## src/rtl/psw_pkg.sv

```systemverilog
package psw_pkg;
  localparam int STAT_W    = 8;
  localparam int CC_W      = 2;
  localparam int OP_W      = 4;
  localparam int SP_W      = 3;
  localparam int NBANK     = 2;
  localparam int BANK_HI   = 0;
  localparam int BANK_LO   = 1;

  localparam int HI_SENSE  = 7;
  localparam int HI_FLAG   = 6;
  localparam int HI_INH    = 5;
  localparam int HI_SP_LSB = 0;

  localparam int LO_CC_LSB = 6;
  localparam int LO_IDC    = 5;
  localparam int LO_BANK   = 4;
  localparam int LO_WC     = 3;
  localparam int LO_OVF    = 2;
  localparam int LO_COM    = 1;
  localparam int LO_CY     = 0;

  localparam logic [STAT_W-1:0] HI_KEEP =
    STAT_W'((1 << HI_FLAG) | (1 << HI_INH) | (((1 << SP_W) - 1) << HI_SP_LSB));
  localparam logic [STAT_W-1:0] LO_KEEP = '1;

  localparam logic [CC_W-1:0] CC_ALL_SET  = 2'b00;
  localparam logic [CC_W-1:0] CC_SOME_CLR = 2'b10;

  typedef enum logic [OP_W-1:0] {
    OP_NOP      = 4'd0,
    OP_LOAD_HI  = 4'd1,
    OP_LOAD_LO  = 4'd2,
    OP_STORE_HI = 4'd3,
    OP_STORE_LO = 4'd4,
    OP_CLR_HI   = 4'd5,
    OP_CLR_LO   = 4'd6,
    OP_SET_HI   = 4'd7,
    OP_SET_LO   = 4'd8,
    OP_TEST_HI  = 4'd9,
    OP_TEST_LO  = 4'd10
  } psw_op_e;

  typedef enum logic [2:0] {
    K_NONE, K_LOAD, K_STORE, K_CLEAR, K_SET, K_TEST
  } psw_kind_e;

  typedef struct packed {
    psw_kind_e kind;
    logic      bank;
  } psw_cmd_t;
endpackage

```

## src/rtl/psw_op_decode.sv

```systemverilog
module psw_op_decode
  import psw_pkg::*;
(
  input  logic [OP_W-1:0] op_i,
  output psw_cmd_t        cmd_o
);
  always_comb begin
    cmd_o.kind = K_NONE;
    cmd_o.bank = 1'b0;
    case (op_i)
      OP_LOAD_HI:  begin cmd_o.kind = K_LOAD;  cmd_o.bank = 1'b0; end
      OP_LOAD_LO:  begin cmd_o.kind = K_LOAD;  cmd_o.bank = 1'b1; end
      OP_STORE_HI: begin cmd_o.kind = K_STORE; cmd_o.bank = 1'b0; end
      OP_STORE_LO: begin cmd_o.kind = K_STORE; cmd_o.bank = 1'b1; end
      OP_CLR_HI:   begin cmd_o.kind = K_CLEAR; cmd_o.bank = 1'b0; end
      OP_CLR_LO:   begin cmd_o.kind = K_CLEAR; cmd_o.bank = 1'b1; end
      OP_SET_HI:   begin cmd_o.kind = K_SET;   cmd_o.bank = 1'b0; end
      OP_SET_LO:   begin cmd_o.kind = K_SET;   cmd_o.bank = 1'b1; end
      OP_TEST_HI:  begin cmd_o.kind = K_TEST;  cmd_o.bank = 1'b0; end
      OP_TEST_LO:  begin cmd_o.kind = K_TEST;  cmd_o.bank = 1'b1; end
      default:     begin cmd_o.kind = K_NONE;  cmd_o.bank = 1'b0; end
    endcase
  end
endmodule

```

## src/rtl/psw_mask_alu.sv

```systemverilog
module psw_mask_alu
  import psw_pkg::*;
#(
  parameter int W = STAT_W
) (
  input  psw_kind_e    kind_i,
  input  logic [W-1:0] cur_i,
  input  logic [W-1:0] mask_i,
  input  logic [W-1:0] acc_i,
  output logic [W-1:0] nxt_o,
  output logic         all_set_o
);
  always_comb begin
    case (kind_i)
      K_LOAD:  nxt_o = acc_i;
      K_CLEAR: nxt_o = cur_i & ~mask_i;
      K_SET:   nxt_o = cur_i | mask_i;
      default: nxt_o = cur_i;
    endcase
  end

  assign all_set_o = ((cur_i & mask_i) == mask_i);
endmodule

```

## src/rtl/psw_bank_reg.sv

```systemverilog
module psw_bank_reg #(
  parameter int           W    = 8,
  parameter logic [W-1:0] KEEP = '1
) (
  input  logic         clk,
  input  logic         rst_n,
  input  logic         we_i,
  input  logic [W-1:0] d_i,
  output logic [W-1:0] q_o
);
  logic [W-1:0] store_q;

  always_ff @(posedge clk) begin
    if (!rst_n)    store_q <= '0;
    else if (we_i) store_q <= d_i & KEEP;
  end

  assign q_o = store_q & KEEP;
endmodule

```

## src/rtl/psw_rsp_slot.sv

```systemverilog
module psw_rsp_slot #(
  parameter int W = 8
) (
  input  logic         clk,
  input  logic         rst_n,
  input  logic         load_i,
  input  logic [W-1:0] data_i,
  input  logic         ready_i,
  output logic         valid_o,
  output logic [W-1:0] data_o,
  output logic         free_o
);
  assign free_o = !valid_o || ready_i;

  always_ff @(posedge clk) begin
    if (!rst_n) begin
      valid_o <= 1'b0;
      data_o  <= '0;
    end else if (load_i) begin
      valid_o <= 1'b1;
      data_o  <= data_i;
    end else if (ready_i) begin
      valid_o <= 1'b0;
    end
  end
endmodule

```

## src/rtl/psw_pair.sv

```systemverilog
module psw_pair
  import psw_pkg::*;
(
  input  logic              clk,
  input  logic              rst_n,
  input  logic              cmd_valid,
  output logic              cmd_ready,
  input  logic [OP_W-1:0]   cmd_op,
  input  logic [STAT_W-1:0] cmd_mask,
  input  logic [STAT_W-1:0] cmd_acc,
  output logic              rsp_valid,
  input  logic              rsp_ready,
  output logic [STAT_W-1:0] rsp_acc,
  input  logic              sense_pin,
  output logic              flag_pin,
  input  logic              alu_we,
  input  logic [CC_W-1:0]   alu_cc,
  input  logic              alu_idc,
  input  logic              alu_ovf,
  input  logic              alu_cy,
  output logic [STAT_W-1:0] stat_hi,
  output logic [STAT_W-1:0] stat_lo
);
  psw_cmd_t          dec;
  psw_kind_e         kind_eff;
  logic              accept;
  logic [STAT_W-1:0] bank_q   [NBANK];
  logic [STAT_W-1:0] bank_img [NBANK];
  logic [STAT_W-1:0] bank_nxt [NBANK];
  logic [STAT_W-1:0] bank_d   [NBANK];
  logic              bank_we  [NBANK];
  logic              bank_all [NBANK];
  logic [CC_W-1:0]   test_cc;
  logic              is_write;

  psw_op_decode u_dec (.op_i(cmd_op), .cmd_o(dec));

  assign accept   = cmd_valid && cmd_ready;
  assign kind_eff = accept ? dec.kind : K_NONE;
  assign is_write = (kind_eff == K_LOAD) || (kind_eff == K_CLEAR) || (kind_eff == K_SET);

  always_comb begin
    bank_img[BANK_HI]           = bank_q[BANK_HI];
    bank_img[BANK_HI][HI_SENSE] = sense_pin;
    bank_img[BANK_LO]           = bank_q[BANK_LO];
  end

  for (genvar b = 0; b < NBANK; b++) begin : g_bank
    psw_kind_e bank_kind;
    assign bank_kind = (int'(dec.bank) == b) ? kind_eff : K_NONE;

    psw_mask_alu #(.W(STAT_W)) u_alu (
      .kind_i   (bank_kind),
      .cur_i    (bank_img[b]),
      .mask_i   (cmd_mask),
      .acc_i    (cmd_acc),
      .nxt_o    (bank_nxt[b]),
      .all_set_o(bank_all[b])
    );

    psw_bank_reg #(
      .W   (STAT_W),
      .KEEP(b == BANK_HI ? HI_KEEP : LO_KEEP)
    ) u_reg (
      .clk  (clk),
      .rst_n(rst_n),
      .we_i (bank_we[b]),
      .d_i  (bank_d[b]),
      .q_o  (bank_q[b])
    );
  end

  assign test_cc = bank_all[dec.bank] ? CC_ALL_SET : CC_SOME_CLR;

  always_comb begin
    bank_we[BANK_HI] = is_write && (dec.bank == 1'b0);
    bank_d[BANK_HI]  = bank_nxt[BANK_HI];
  end

  always_comb begin
    bank_we[BANK_LO] = 1'b0;
    bank_d[BANK_LO]  = bank_q[BANK_LO];
    if (is_write && dec.bank == 1'b1) begin
      bank_we[BANK_LO] = 1'b1;
      bank_d[BANK_LO]  = bank_nxt[BANK_LO];
    end else if (kind_eff == K_TEST) begin
      bank_we[BANK_LO] = 1'b1;
      bank_d[BANK_LO][LO_CC_LSB +: CC_W] = test_cc;
    end else if (alu_we) begin
      bank_we[BANK_LO] = 1'b1;
      bank_d[BANK_LO][LO_CC_LSB +: CC_W] = alu_cc;
      bank_d[BANK_LO][LO_IDC] = alu_idc;
      bank_d[BANK_LO][LO_OVF] = alu_ovf;
      bank_d[BANK_LO][LO_CY]  = alu_cy;
    end
  end

  psw_rsp_slot #(.W(STAT_W)) u_rsp (
    .clk    (clk),
    .rst_n  (rst_n),
    .load_i (kind_eff == K_STORE),
    .data_i (bank_img[dec.bank]),
    .ready_i(rsp_ready),
    .valid_o(rsp_valid),
    .data_o (rsp_acc),
    .free_o (cmd_ready)
  );

  assign stat_hi  = bank_img[BANK_HI];
  assign stat_lo  = bank_img[BANK_LO];
  assign flag_pin = bank_q[BANK_HI][HI_FLAG];
endmodule

```

## config.mk

```make
export PLATFORM = sky130hd
export DESIGN_NAME = psw_pair
export DESIGN_NICKNAME = d
export VERILOG_FILES = /design/src/rtl/psw_pkg.sv /design/src/rtl/psw_op_decode.sv /design/src/rtl/psw_mask_alu.sv /design/src/rtl/psw_bank_reg.sv /design/src/rtl/psw_rsp_slot.sv /design/src/rtl/psw_pair.sv
export SDC_FILE = /design/constraint.sdc
export NUM_CORES = 1
export LEC_CHECK = 0
export BUFFER_PORTS_ARGS = -buffer_cell sky130_fd_sc_hd__buf_2
export CORE_MARGIN = 1.5
export CORE_UTILIZATION = 45
export DETAILED_ROUTE_END_ITERATION = 6
export GPL_ROUTABILITY_DRIVEN = 0
export GPL_TIMING_DRIVEN = 0
export PLACE_DENSITY = 0.76
export SYNTH_ARGS = -nofsm -noshare
export SYNTH_HDL_FRONTEND = slang
export SYNTH_SLANG_ARGS = --single-unit
```

## constraint.sdc

```tcl
create_clock -name clk -period 1.85 [get_ports clk]
set_clock_uncertainty 0.1 [all_clocks]
set_input_delay 0.185 -clock clk [delete_from_list [all_inputs] [get_ports clk]]
set_output_delay 0.185 -clock clk [all_outputs]
set_load 0.02 [all_outputs]
```

### Yosys cells after proc, flatten, opt, wreduce, memory -nomap -nowiden

Memory sizes are Yosys's and may differ from the RTL's.
Cells that the tools add are included.
W data, S select, Z words.

* register bits: 22
* memory bits (read-only): 64
* input bits: 31
* output and inout bits: 27
* word-level logic and storage cells: 75
* memories kept: 1

* order comparisons: 1
* equality and inequality tests: 15
* multiplexer cells: 27
* bitwise gates (word level): 9
* reduce and logical (&&, ||, !) cells: 16

Memories
* (name not given): depth 16, width 4, read ports 1, clocked after Yosys merged registers in 0, write ports 0, line psw_op_decode.sv:10 `case (op_i)`

Operators with widths (count)
* $and A8 B8 Y8: 3
* $mux W8: 3
* $pmux W8 S3: 1
* $pmux W7 S3: 1
* $eq A8 B8 Y1: 2
* $mux W1: 15
* $mux W3: 5
* $eq A3 B2 Y1 const B: 4
* $eq A3 B3 Y1 const B: 4
* $eq A3 B1 Y1 const B: 3
* $reduce_bool A3 Y1: 3
* $not A8 Y8: 1
* $or A8 B8 Y8: 1
* $and A7 B7 Y7: 1
* $or A7 B7 Y7: 1
* $reduce_and A3 Y1: 2
* $mux W2: 2
* $ne A4 B1 Y1 const B: 1
* $reduce_and A4 Y1: 1
* $reduce_bool A2 Y1: 2
* $logic_and A1 B1 Y1: 3
* $logic_or A1 B1 Y1: 3
* $ge A2 B2 Y1 const B: 1
* $ne A2 B2 Y1 const B: 1
* 4 further kinds: 4

### Depth between registers and ports, before layout

Gate-level depths: netlist of the first run.

* depth in word-level cells: 10
* depth in mapped cells: 10
* gate-level depth less buffers: 8

### By module

From an unflattened synthesis of the first run, not the netlist that was laid out.

* cell total of the unflattened synthesis: 272
* area, all modules: 2275.9 um^2

By module, submodules not included
* psw_mask_alu: instances 2, cells each 59, area an instance 401.6 um^2
* psw_pair: instances 1, cells each 65, area an instance 504.2 um^2
* psw_rsp_slot: instances 1, cells each 29, area an instance 339.1 um^2
* psw_bank_reg (g_bank[1].u_reg): instances 1, cells each 25, area an instance 301.5 um^2
* psw_bank_reg (g_bank[0].u_reg): instances 1, cells each 20, area an instance 219.0 um^2
* psw_op_decode: instances 1, cells each 15, area an instance 108.9 um^2

### Worst setup path before layout of the first run

No wires, ideal clock.

* path kind: register to register
* start: reg u_rsp.valid_o
* end: reg g_bank[1].u_reg.store_q[1]
* library setup time: 0.119 ns
* data arrival time: 1.812 ns
* data required time: 1.631 ns
* slack: -0.181 ns
* cell stages (with the launch flop): 9
* buffers on the path: 2
* period minus slack after synthesis: 2.031 ns
* path through: dfxtp_1 > nand2b_1 > clkbuf_1 > and2_1 > a32o_1 > buf_2 > a21oi_1 > a31oi_1 > o221a_2

* word-level cells in the longest chain between the ends: 10

RTL lines
* from (decl): line psw_rsp_slot.sv:9 `output logic valid_o,`
* from (signal assigned): line psw_rsp_slot.sv:17 `valid_o <= 1'b0;`
* from (signal assigned): line psw_rsp_slot.sv:20 `valid_o <= 1'b1;`
* from (signal assigned): line psw_rsp_slot.sv:23 `valid_o <= 1'b0;`
* $logic_not A1 Y1 (*): line psw_rsp_slot.sv:13 `assign free_o = !valid_o || ready_i;`
* $logic_or A1 B1 Y1 (*): line psw_rsp_slot.sv:13
* net cmd_ready: line psw_pair.sv:7 `output logic cmd_ready,`
* $logic_and A1 B1 Y1 (*): line psw_pair.sv:38 `assign accept = cmd_valid && cmd_ready;`
* $mux W3 (*): line psw_pair.sv:39 `assign kind_eff = accept ? dec.kind : K_NONE;`
* $eq A3 B1 Y1 or $eq A3 B2 Y1 (tied branches): line psw_pair.sv:40 `assign is_write = (kind_eff == K_LOAD) || (kind_eff == K_CLEAR) || (kind_eff == K_SET);`
* $logic_or A1 B1 Y1 (2 in series): line psw_pair.sv:40
* $logic_and A1 B1 Y1: line psw_pair.sv:83 `if (is_write && dec.bank == 1'b1) begin`
* $mux W1: line psw_pair.sv:83
* $reduce_and A3 Y1 (no source line)
* to (signal assigned): line psw_bank_reg.sv:15 `else if (we_i) store_q <= d_i & KEEP;`
* to (decl): line psw_bank_reg.sv:11 `logic [W-1:0] store_q;`

Mark *: on every way through the listed nets, which the timed path passes. The rest lies on a longest branch.
A chain may end at the register's enable or synchronous reset.

### Worst setup path after layout of the first run

* start: reg u_rsp.valid_o
* end: reg g_bank[1].u_reg.store_q[4]

* word-level cells in the longest chain between the ends: 10

RTL lines (line)
* $logic_not A1 Y1 (*): psw_rsp_slot.sv:13
* $logic_or A1 B1 Y1 (*): psw_rsp_slot.sv:13
* $logic_and A1 B1 Y1 (*): psw_pair.sv:38
* $mux W3 (*): psw_pair.sv:39
* $eq A3 B1 Y1 or $eq A3 B2 Y1 (tied branches): psw_pair.sv:40
* $logic_or A1 B1 Y1 (2 in series): psw_pair.sv:40
* $logic_and A1 B1 Y1: psw_pair.sv:83
* $mux W1: psw_pair.sv:83
* $reduce_and A3 Y1 (no source line)

Every way passes the cells marked *; elsewhere a longest branch is shown, timed or not.

==> impl_metrics.yaml, run 1 <==
sta:
  setup_tns_ns: 0
  setup_violations: 0
  finalCritPeriodShare_pct: 97.40
  setup_ws_ns: 0.04813
  fin_crit_ns: 1.802
  worstMarginPinSlew_ns: 0.5311
  max_slew_margin_pct: 64.30
  slew_viol_final: 0
  rsz0062_at_grt: "true"
  fmax_mhz: 555.0
  hold_violations: 0
power_and_ir_drop:
  pwr-share-seq_pct: 40.1
  peakVddDrop_mv: 0.3389
  power_switching_w: 0.0004351
  p_int_w: 0.0008870
  leakagePower_nw: 0.9946
  combPwrFrac_pct: 31.1
  p_clk_share_pct: 28.9
  power_switching_share_pct: 32.91
  powerDensity_mw_per_mm2: 598.0
placed_design:
  post-dp-hpwl_um: 3594
  dp.cells: 325
  dp_slack_ns: -0.4009
  io_buffers: 55
global_routing:
  track_usage_pct: 23.60
  grt-ovfl-total: 0
  grt_pass1_wl_um: 7776
  antenna_found_initial: 0
  grt_pass1_vias: 1659
  grt_max_degree: 14
synthesis:
  ys_warn_count: 0
  synth_mux_area_share_pct: 4.407
  seq_area_frac_synth_pct: 26.75
  synth_adder_area_share_pct: 2.280
  synth_flop_cell: "dfxtp_1"
  ys_types: 50
  yosys.area_share.simple_pct: 25.00
  ys_async_sr_fraction_pct: 0
  postSynthAreaPerCell_sq_um: 7.384
  netlist_instances: 223
  synth_top_family_by_area: "compound AO/OA/AOI/OAI gates"
  netlist_area_sq_mm: 0.001647
  synth_compound_area_share_pct: 32.14
  synth-edff-count: 0
  synth_seq_cells: 22
  synthXorXnorAreaFrac_pct: 0.5319
worst_setup_path:
  reg2reg_from: "u_rsp.valid_o$_SDFFE_PN0P_"
  worstSetupPathType: "flop to flop"
  cp-end-kind: "flop"
  arrival_ns: 1.97
  reg2reg_depth: 8
  critPathMaxFanout: 7
  critPathRequiredTime_ns: 2.01
  cpPeakStageDelay_ns: 0.36
  reg2reg_slack_ns: 0.05
  path_cells: "nand2b_1 -> buf_6 -> nand2_8 -> a211oi_4 -> buf_4 -> a21oi_2 -> or3_1 -> o21ai_1"
  critPathSlowestCell: "or3_1"
  r2r-end: "g_bank[1].u_reg.q_o[4]$_SDFFE_PN0P_"
  critPathLaunchType: "flop"
clock_tree:
  clkSinkCount: 22
  path_clk_slew_ns: 0.13
  cts_root_buffer: "clkbuf_4"
  worstSkewPairLatency_ns: 0.32
  cts_made_buffers: 3
  clockBufferDepth: 2
  hold_buffers: 0
  cts_tree: "yes"
  cts_max_level: 1
final_layout:
  syn_to_final_growth_pct: 34.27
  nets: 326
  stdcell_count: 337
  drive_above_1_share_pct: 36.77
  antenna_cells: 0
worst_hold_path:
  min_to: "g_bank[0].u_reg.store_q[2]$_SDFFE_PN0P_"
  hp-start: "cmd_acc[2]"
  hold_path_depth: 3
  hp-class: "primary input to flop"
route:
  antenna_left: 0
  post-route-drc-count: 0
  detail_route.wirelength_um: 4988
  num_vias: 1962
  drtIter0Drc: 137
  wire_per_inst_um: 14.80
  drt_pre_antenna_iters: 4
  viasPerCell: 5.822
floorplan:
  ioPinCount: 58
  die_x_um: 63.49
  num_rows: 21
  die_h_um: 63.49
  coreArea_sq_mm: 0.003416
  die_area_sq_mm: 0.004031
  initial_core_util_pct: 48.21
flow_run:
  max_cap_viol_count: 0
run_status:
  status: "complete, no violations"
cells in the final DEF (no fill, tap or decap), types with 2 or more instances in the layout:
master / Yosys / routed
clkbuf_4: 0 / 4
conb_1: 1 / 2
dfxtp_1: 22 / 21
buf_2: 6 / 56
mux2_2: 2 / 2
nor2b_1: 3 / 3
o211a_1: 3 / 3
a31oi_1: 6 / 6
or3_1: 2 / 2
buf_4: 5 / 16
nor3_1: 2 / 2
o21ai_1: 2 / 2
buf_6: 1 / 5
nand3_1: 18 / 18
nor2_1: 17 / 17
a211o_1: 2 / 2
clkbuf_1: 7 / 3
inv_1: 10 / 9
mux2i_1: 5 / 5
a211oi_1: 6 / 5
nand2b_1: 3 / 3
ha_1: 3 / 2
nand2_1: 29 / 28
a21oi_1: 19 / 17
a21oi_2: 0 / 2
o22ai_1: 7 / 7
a311oi_1: 8 / 7
o21ai_0: 8 / 8
how the worst max path moves through the flow:
stage,from,to,slack [ns],depth (start not counted)
global placement,cmd_op[0],u_rsp.data_o[5]$_SDFFE_PN0P_,-0.35,10
floorplan,cmd_op[0],g_bank[1].u_reg.q_o[1]$_SDFFE_PN0P_,-0.005,9
finish,u_rsp.valid_o$_SDFFE_PN0P_,g_bank[1].u_reg.q_o[4]$_SDFFE_PN0P_,0.05,8
global route,u_rsp.valid_o$_SDFFE_PN0P_,g_bank[1].u_reg.q_o[4]$_SDFFE_PN0P_,-0.04,8
detailed placement,cmd_op[0],u_rsp.data_o[5]$_SDFFE_PN0P_,-0.40,10
CTS,u_rsp.valid_o$_SDFFE_PN0P_,g_bank[1].u_reg.q_o[4]$_SDFFE_PN0P_,0.009,8
cells in the mapped netlist (3+ instances only):
cell type / n / share of area [%]
o21ai_0: 8 / 2.4
o211a_1: 3 / 1.8
dfxtp_1: 22 / 27
a311oi_1: 8 / 4.3
ha_1: 3 / 2.3
buf_2: 6 / 1.8
nand2b_1: 3 / 1.1
a211oi_1: 6 / 2.7
mux2i_1: 5 / 3.0
clkbuf_1: 7 / 1.6
o22ai_1: 7 / 2.7
inv_1: 10 / 2.3
a31oi_1: 6 / 2.3
buf_4: 5 / 2.3
nor2_1: 17 / 3.9
nand2_1: 29 / 6.6
nor2b_1: 3 / 1.1
nand3_1: 18 / 5.5
a21oi_1: 19 / 5.8
metrics by stage:
stage	hold slack (ns)	instance area, sq um	total power (W)	utilization, %
5_1_grt	0.03133	2211	0.001385	64.73
6_report	0.03206	2211	0.001322	64.73
3_3_place_gp	0.3394	2008	0.0008980	58.79
4_1_cts	0.03615	2074	0.001278	60.73
2_1_floorplan	0.2234	1675	0.0007779	-
3_5_place_dp	0.3512	2008	0.0009029	58.79
timing repair:
item                       CTS  global route
resized for setup            4            21
gates cloned                 0             1
setup buffers                0             8
pin swaps                    0             5
setup endpoints to repair   12            17
worst max-delay path: cells and delay by family, from the launching register on:
kind,cells,cell delay [ns]
compound gates,3,0.49
flops,1,0.34
buf+inv,2,0.32
simple gates,3,0.50
routing by layer:
| layer | up-vias | GRT usage [%] | share of wire, % |
|---|---|---|---|
| li1 | 953 | - | - |
| met1 | 906 | 32.60 | 44 |
| met2 | 95 | 39.34 | 46 |
| met3 | 8 | 3.214 | 9.5 |
| met4 | 0 | 4.348 | 0.80 |
| met5 | - | 0 | 0 |
flip-flops by register name (all words and copies together), names as in the netlist:
signal,cells
g_bank.u_reg.q_o,8
u_rsp.data_o,8
g_bank.u_reg.store_q,5
u_rsp.valid_o,1
area by class of cell:
class,instances,area (sq um)
Multi-Input combinational cell,173,1141
Clock buffer,3,22.52
Inverter,10,37.54
Tap cell,46,57.56
Buffer,18,137.6
Fill cell,316,1205
Timing Repair Buffer,64,342.8
Sequential cell,22,441.7
Clock inverter,1,30.03
cells by family after synthesis:
logic type / after synthesis
compound gates: 74
fa+ha+maj: 3
simple gates: 86
flops: 22
other cells: 1
buf+inv: 29
mux: 7
xor+xnor: 1
power groups by stage:
stage	Clock, W	Combinational, W	Sequential [W]
final	0.000381	0.000411	0.000530
after global routing	0.000404	0.000448	0.000533
after CTS	0.000379	0.000369	0.000529
after detailed placement	0	0.000364	0.000539
after global placement	0	0.000358	0.000540
after floorplan	0	0.000217	0.000561
Note: power is estimated with default switching activity, not from simulation.
==> run 2, diff against run 1 <==
--- a/config.mk
+++ b/config.mk
@@ -7,11 +7,12 @@
 export LEC_CHECK = 0
 export BUFFER_PORTS_ARGS = -buffer_cell sky130_fd_sc_hd__buf_2
 export CORE_MARGIN = 1.5
-export CORE_UTILIZATION = 45
+export CORE_UTILIZATION = 49
 export DETAILED_ROUTE_END_ITERATION = 6
 export GPL_ROUTABILITY_DRIVEN = 0
 export GPL_TIMING_DRIVEN = 0
-export PLACE_DENSITY = 0.76
+export PLACE_DENSITY = 0.78
 export SYNTH_ARGS = -nofsm -noshare
 export SYNTH_HDL_FRONTEND = slang
+export SYNTH_HIERARCHICAL = 1
 export SYNTH_SLANG_ARGS = --single-unit
==> constraint.sdc (replaced) <==
create_clock -name clk -period 1.85 [get_ports clk]
set_clock_uncertainty 0.1 [all_clocks]
set_input_delay 0.2775 -clock clk [delete_from_list [all_inputs] [get_ports clk]]
set_output_delay 0.2775 -clock clk [all_outputs]
set_load 0.02 [all_outputs]
==> impl_metrics.yaml, run 2 <==
synthesis:
  netlist_area_sq_mm: 0.002160
  ys_warn_count: 6
  postSynthAreaPerCell_sq_um: 8.436
  netlist_instances: 256
final_layout:
  drive_above_1_share_pct: 51.32
  multi_input_area_sq_mm: 0.001753
  fillerInstances: 277
  layout_commonest_cell: "buf_2"
  seqCellArea_sq_um: 440.4
  syn_to_final_growth_pct: 43.57
  nets: 376
  antenna_cells: 0
  mostFrequentLayoutCells: "buf_2 (52), nor2b_1 (39), buf_4 (28)"
  final_cell_area_sq_mm: 0.003100
route:
  wire_per_inst_um: 20.15
  num_vias: 2432
  drt_pre_antenna_iters: 7
  dr_wl_met3_um: 591
  top_layer: "met4"
  post-route-drc-count: 0
  met1_length_um: 3054
  drtIter0Drc: 280
  detail_route.wirelength_um: 7880
  antenna_left: 0
  viasPerCell: 6.220
  wl_met2_um: 3750
clock_tree:
  cts_made_buffers: 3
  clockBufferDepth: 2
  cts_max_level: 1
  hold_buffers: 0
  worstSkewPairLatency_ns: 0.27
  cts_root_buffer: "clkbuf_8"
  cts_tree: "yes"
  path_clk_slew_ns: 0.09
  clkSinkCount: 22
worst_setup_path:
  critPathMaxFanout: 8
  cpPeakStageDelay_ns: 0.30
  path_cells: "buf_12 -> inv_12 -> ha_4 -> nor2b_4 -> o31a_1 -> buf_6 -> and3_4 -> nand2b_4 -> buf_4 -> o21ai_2 -> o221ai_2 -> a211oi_2 -> a31oi_1 -> mux2i_1 -> nor2b_1"
  critPathSlowestCell: "o31a_1"
  arrival_ns: 2.37
  worstSetupPathType: "primary input to flop"
  critPathLaunchType: "primary input"
  cp-end-kind: "flop"
  reg2reg_slack_ns: -0.37
  critPathRequiredTime_ns: 1.92
global_routing:
  grt-ovfl-total: 0
  grt_pass1_vias: 2183
  grt_pass1_wl_um: 10740
  track_usage_pct: 27.53
  grt_max_degree: 23
  antenna_found_initial: 0
sta:
  setup_ws_ns: -0.4548
  fin_crit_ns: 2.305
  fmax_mhz: 433.9
  setup_violations: 14
  finalCritPeriodShare_pct: 124.6
  holdWs_ns: 0.2781
  hold_violations: 0
  rsz0062_at_grt: "true"
  slew_viol_final: 0
floorplan:
  die_area_sq_mm: 0.004814
  die_x_um: 69.39
  ioPinCount: 58
  num_rows: 23
  initial_core_util_pct: 52.48
  coreArea_sq_mm: 0.004115
  die_h_um: 69.39
power_and_ir_drop:
  p_clk_share_pct: 29.9
  p_int_w: 0.001059
  leakagePower_nw: 1.320
  powerDensity_mw_per_mm2: 511.5
  power_switching_share_pct: 33.19
  peakVddDrop_mv: 0.2874
  pwr-share-seq_pct: 32.3
  combPwrFrac_pct: 37.8
  power_switching_w: 0.0005263
placed_design:
  io_buffers: 54
  dpl_cell_area_sq_mm: 0.002599
  dp_slack_ns: -0.9587
  post-dp-hpwl_um: 4385
worst_hold_path:
  hp-class: "primary input to flop"
flow_run:
  max_cap_viol_count: 0
run_status:
  status: "complete, but fails checks"
  violations: "setup timing"
## run 2: cell type report
| cell class | instances | share of cell area (%) |
|---|---|---|
| plain buffers | 16 | 5.085 |
| clock buffers | 3 | 1.332 |
| clock inverters | 1 | 0.9685 |
| inverters | 20 | 2.946 |
| multi-input cells | 196 | 56.54 |
| flip-flops and latches | 22 | 14.21 |
| well taps | 50 | 2.018 |
| repair buffers | 83 | 16.91 |
## run 2: worst paths after layout
check                               startpoint                             endpoint  depth (start not counted)
setup / recovery                     cmd_op[0]  g_bank[1].u_reg/q_o[5]$_SDFFE_PN0P_                         15
hold / removal                       rsp_ready           u_rsp/valid_o$_SDFFE_PN0P_                          3
setup reg to reg    u_rsp/valid_o$_SDFFE_PN0P_  g_bank[1].u_reg/q_o[5]$_SDFFE_PN0P_                         11
hold reg to reg   u_rsp/data_o[4]$_SDFFE_PN0P_         u_rsp/data_o[4]$_SDFFE_PN0P_                          2
## run 2: metrics by stage
step,setup TNS (ns),cells,util (%),total power (W)
floorplan,-5.409,257,-,0.0008270
global placement,-13.98,361,63.15,0.0009508
detailed placement,-14.76,361,63.15,0.0009591
CTS,-4.166,376,70.08,0.001488
global route,-5.447,391,75.34,0.001641
finish,-4.563,391,75.34,0.001586
## run 2: power groups by stage
stage                     Combinational (W)  Sequential, W  Clock, W
final                              0.000599       0.000513  0.000474
after floorplan                    0.000300       0.000527         0
after CTS                          0.000503       0.000509  0.000476
after detailed placement           0.000441       0.000518         0
after global placement             0.000433       0.000518         0
after global routing               0.000629       0.000514  0.000498
## run 2: critical path: cells and delay by family
kind / cells / cell delay, ns
and+or+nand+nor: 4 / 0.56
buffers and inverters: 4 / 0.43
adders and majority gates: 1 / 0.13
AOI/OAI and AO/OA: 5 / 0.78
muxes: 1 / 0.18
## run 2: timing repair
action / CTS / global route
resized for setup: 35 / 32
endpoints found under the setup margin: 22 / 22
pin swaps: 9 / 16
buffers inserted: 11 / 17
gates cloned: 1 / 1
## run 2: layer usage
layer	vias to the layer above	GRT usage, %
met5	-	0
met2	159	47.22
met1	1144	33.87
met3	50	3.343
li1	1079	-
met4	0	13.51
==> run 3, diff against run 2 <==
--- a/config.mk
+++ b/config.mk
@@ -6,12 +6,11 @@
 export NUM_CORES = 1
 export LEC_CHECK = 0
 export BUFFER_PORTS_ARGS = -buffer_cell sky130_fd_sc_hd__buf_2
-export CORE_MARGIN = 1.5
 export CORE_UTILIZATION = 49
 export DETAILED_ROUTE_END_ITERATION = 6
 export GPL_ROUTABILITY_DRIVEN = 0
 export GPL_TIMING_DRIVEN = 0
-export PLACE_DENSITY = 0.78
+export PLACE_DENSITY = 0.74
 export SYNTH_ARGS = -nofsm -noshare
 export SYNTH_HDL_FRONTEND = slang
 export SYNTH_HIERARCHICAL = 1
==> impl_metrics.yaml, run 3 (synthesis results as in run 2) <==
clock_tree:
  path_clk_slew_ns: 0.09
  clockBufferDepth: 2
  cts_made_buffers: 3
  cts_tree: "yes"
  clkSinkCount: 22
  hold_buffers: 0
  worstSkewPairLatency_ns: 0.28
  cts_root_buffer: "clkbuf_8"
  cts_max_level: 1
run_status:
  status: "complete, but fails checks"
  violations: "setup timing"
worst_setup_path:
  arrival_ns: 2.35
  critPathMaxFanout: 8
  critPathLaunchType: "primary input"
  r2r-end: "g_bank[1].u_reg/q_o[4]$_SDFFE_PN0P_"
  critPathRequiredTime_ns: 1.93
  reg2reg_slack_ns: -0.32
  critPathSlowestCell: "o31a_1"
  cpPeakStageDelay_ns: 0.32
  worstSetupPathType: "primary input to flop"
  reg2reg_depth: 10
  reg2reg_from: "u_rsp/valid_o$_SDFFE_PN0P_"
  path_cells: "buf_12 -> inv_12 -> ha_4 -> nor2b_4 -> o31a_1 -> clkbuf_16 -> and3_4 -> nand2b_4 -> buf_4 -> o21ai_2 -> o221ai_2 -> mux2_4 -> mux2i_1 -> nor2b_1"
  cp-end-kind: "flop"
global_routing:
  track_usage_pct: 26.50
  grt_pass1_vias: 1825
  grt_pass1_wl_um: 9004
  grt-ovfl-total: 0
  grt_max_degree: 23
  antenna_found_initial: 0
final_layout:
  multi_input_area_sq_mm: 0.001679
  nets: 367
  layout_commonest_cell: "buf_2"
  stdcell_count: 382
  seqCellArea_sq_um: 440.4
  drive_above_1_share_pct: 46.08
  fillerInstances: 315
  antenna_cells: 0
  mostFrequentLayoutCells: "buf_2 (53), nor2b_1 (39), mux2i_1 (24)"
  final_cell_area_sq_mm: 0.002959
  syn_to_final_growth_pct: 37.02
  final_util_pct: 71.91
sta:
  fin_crit_ns: 2.264
  setup_ws_ns: -0.4137
  finalCritPeriodShare_pct: 122.4
  slew_viol_final: 0
  rsz0062_at_grt: "true"
  holdWs_ns: 0.2831
  setup_violations: 13
  hold_violations: 0
  fmax_mhz: 441.8
  setup_tns_ns: -4.283
placed_design:
  post-dp-hpwl_um: 4175
  io_buffers: 54
  dp.cells: 361
  dpl_cell_area_sq_mm: 0.002599
power_and_ir_drop:
  pwr-share-seq_pct: 33.5
  combPwrFrac_pct: 34.7
  p_int_w: 0.001033
  power_switching_w: 0.0004913
  p_clk_share_pct: 31.8
  power_switching_share_pct: 32.23
  powerDensity_mw_per_mm2: 515.2
  peakVddDrop_mv: 0.3703
  leakagePower_nw: 1.270
floorplan:
  die_x_um: 68.39
  num_rows: 23
  initial_core_util_pct: 52.48
  ioPinCount: 58
  die_area_sq_mm: 0.004677
  coreArea_sq_mm: 0.004115
  die_h_um: 68.39
route:
  num_vias: 2157
  drt_pre_antenna_iters: 4
  wire_per_inst_um: 16.10
  viasPerCell: 5.647
  antenna_left: 0
  drtIter0Drc: 123
  detail_route.wirelength_um: 6152
  post-route-drc-count: 0
worst_hold_path:
  hp-start: "rsp_ready"
  min_to: "u_rsp/valid_o$_SDFFE_PN0P_"
  hold_path_depth: 3
  hp-class: "primary input to flop"
flow_run:
  max_cap_viol_count: 0
==> run 3: cell types whose count changed in the layout (fill, tap and decap cells not counted), moves of 2 or more <==
cell / delta
nand2b_1: +3
o21ai_0: +2
nand2b_4: -3
buf_6: -3
o21ai_1: +5
buf_4: -6
inv_1: +2
clkbuf_4: -2
o21ai_2: -7
==> run 3: worst max-delay path by stage <==
stage,start,slack [ns],cells past startpoint,end
global placement,cmd_op[0],-0.87,15,g_bank[1].u_reg/q_o[0]$_SDFFE_PN0P_
finish,cmd_op[0],-0.41,14,g_bank[1].u_reg/q_o[4]$_SDFFE_PN0P_
global route,cmd_op[0],-0.52,15,g_bank[1].u_reg/q_o[7]$_SDFFE_PN0P_
floorplan,cmd_op[0],-0.47,15,g_bank[1].u_reg/q_o[7]$_SDFFE_PN0P_
detailed placement,cmd_op[0],-0.89,15,g_bank[1].u_reg/q_o[5]$_SDFFE_PN0P_
CTS,cmd_op[0],-0.37,16,g_bank[1].u_reg/q_o[7]$_SDFFE_PN0P_
==> run 3: power groups by stage <==
stage	Sequential (W)	Clock (W)	Combinational (W)
after floorplan	0.000527	0	0.000300
after global placement	0.000519	0	0.000433
after global routing	0.000512	0.000503	0.000565
final	0.000511	0.000484	0.000529
after detailed placement	0.000519	0	0.000437
after CTS	0.000509	0.000489	0.000489
==> run 3: metrics by stage <==
stage / setup WS (ns) / total power [W]
4_1_cts: -0.3715 / 0.001487
2_1_floorplan: -0.4692 / 0.0008270
3_3_place_gp: -0.8723 / 0.0009521
6_report: -0.4137 / 0.001525
5_1_grt: -0.5218 / 0.001580
3_5_place_dp: -0.8916 / 0.0009555
==> run 3: per-layer routing <==
layer  track usage [%]  vias up  part of all wire, %
met5                 0        -                    0
met4             10.16        0                  3.1
met3             4.667       24                  8.1
met2             41.30      106                   46
met1             35.81      969                   43
li1                  -     1058                    -
==> run 3: critical path, delay by kind of cell <==
kind	cells	cell delay, ns
AOI/OAI and AO/OA	3	0.52
adders and majority gates	1	0.13
buffers and inverters	4	0.47
muxes	2	0.40
and+or+nand+nor	4	0.53
==> run 3: what timing repair did <==
| item | in CTS | in global routing |
|---|---|---|
| pin swaps | 3 | 11 |
| gates cloned | 1 | 1 |
| endpoints found under the setup margin | 21 | 21 |
| gates resized for setup | 28 | 16 |
| setup buffers | 8 | 10 |
==> run 3: cell type report <==
class | count | share of cell area, %
sequential | 22 | 14.88
buffer | 17 | 6.173
inverter | 20 | 2.960
clock buffer | 3 | 1.395
timing repair buffer | 73 | 14.71
tap | 50 | 2.114
clock inverter | 1 | 1.015
multi-input combinational | 196 | 56.74
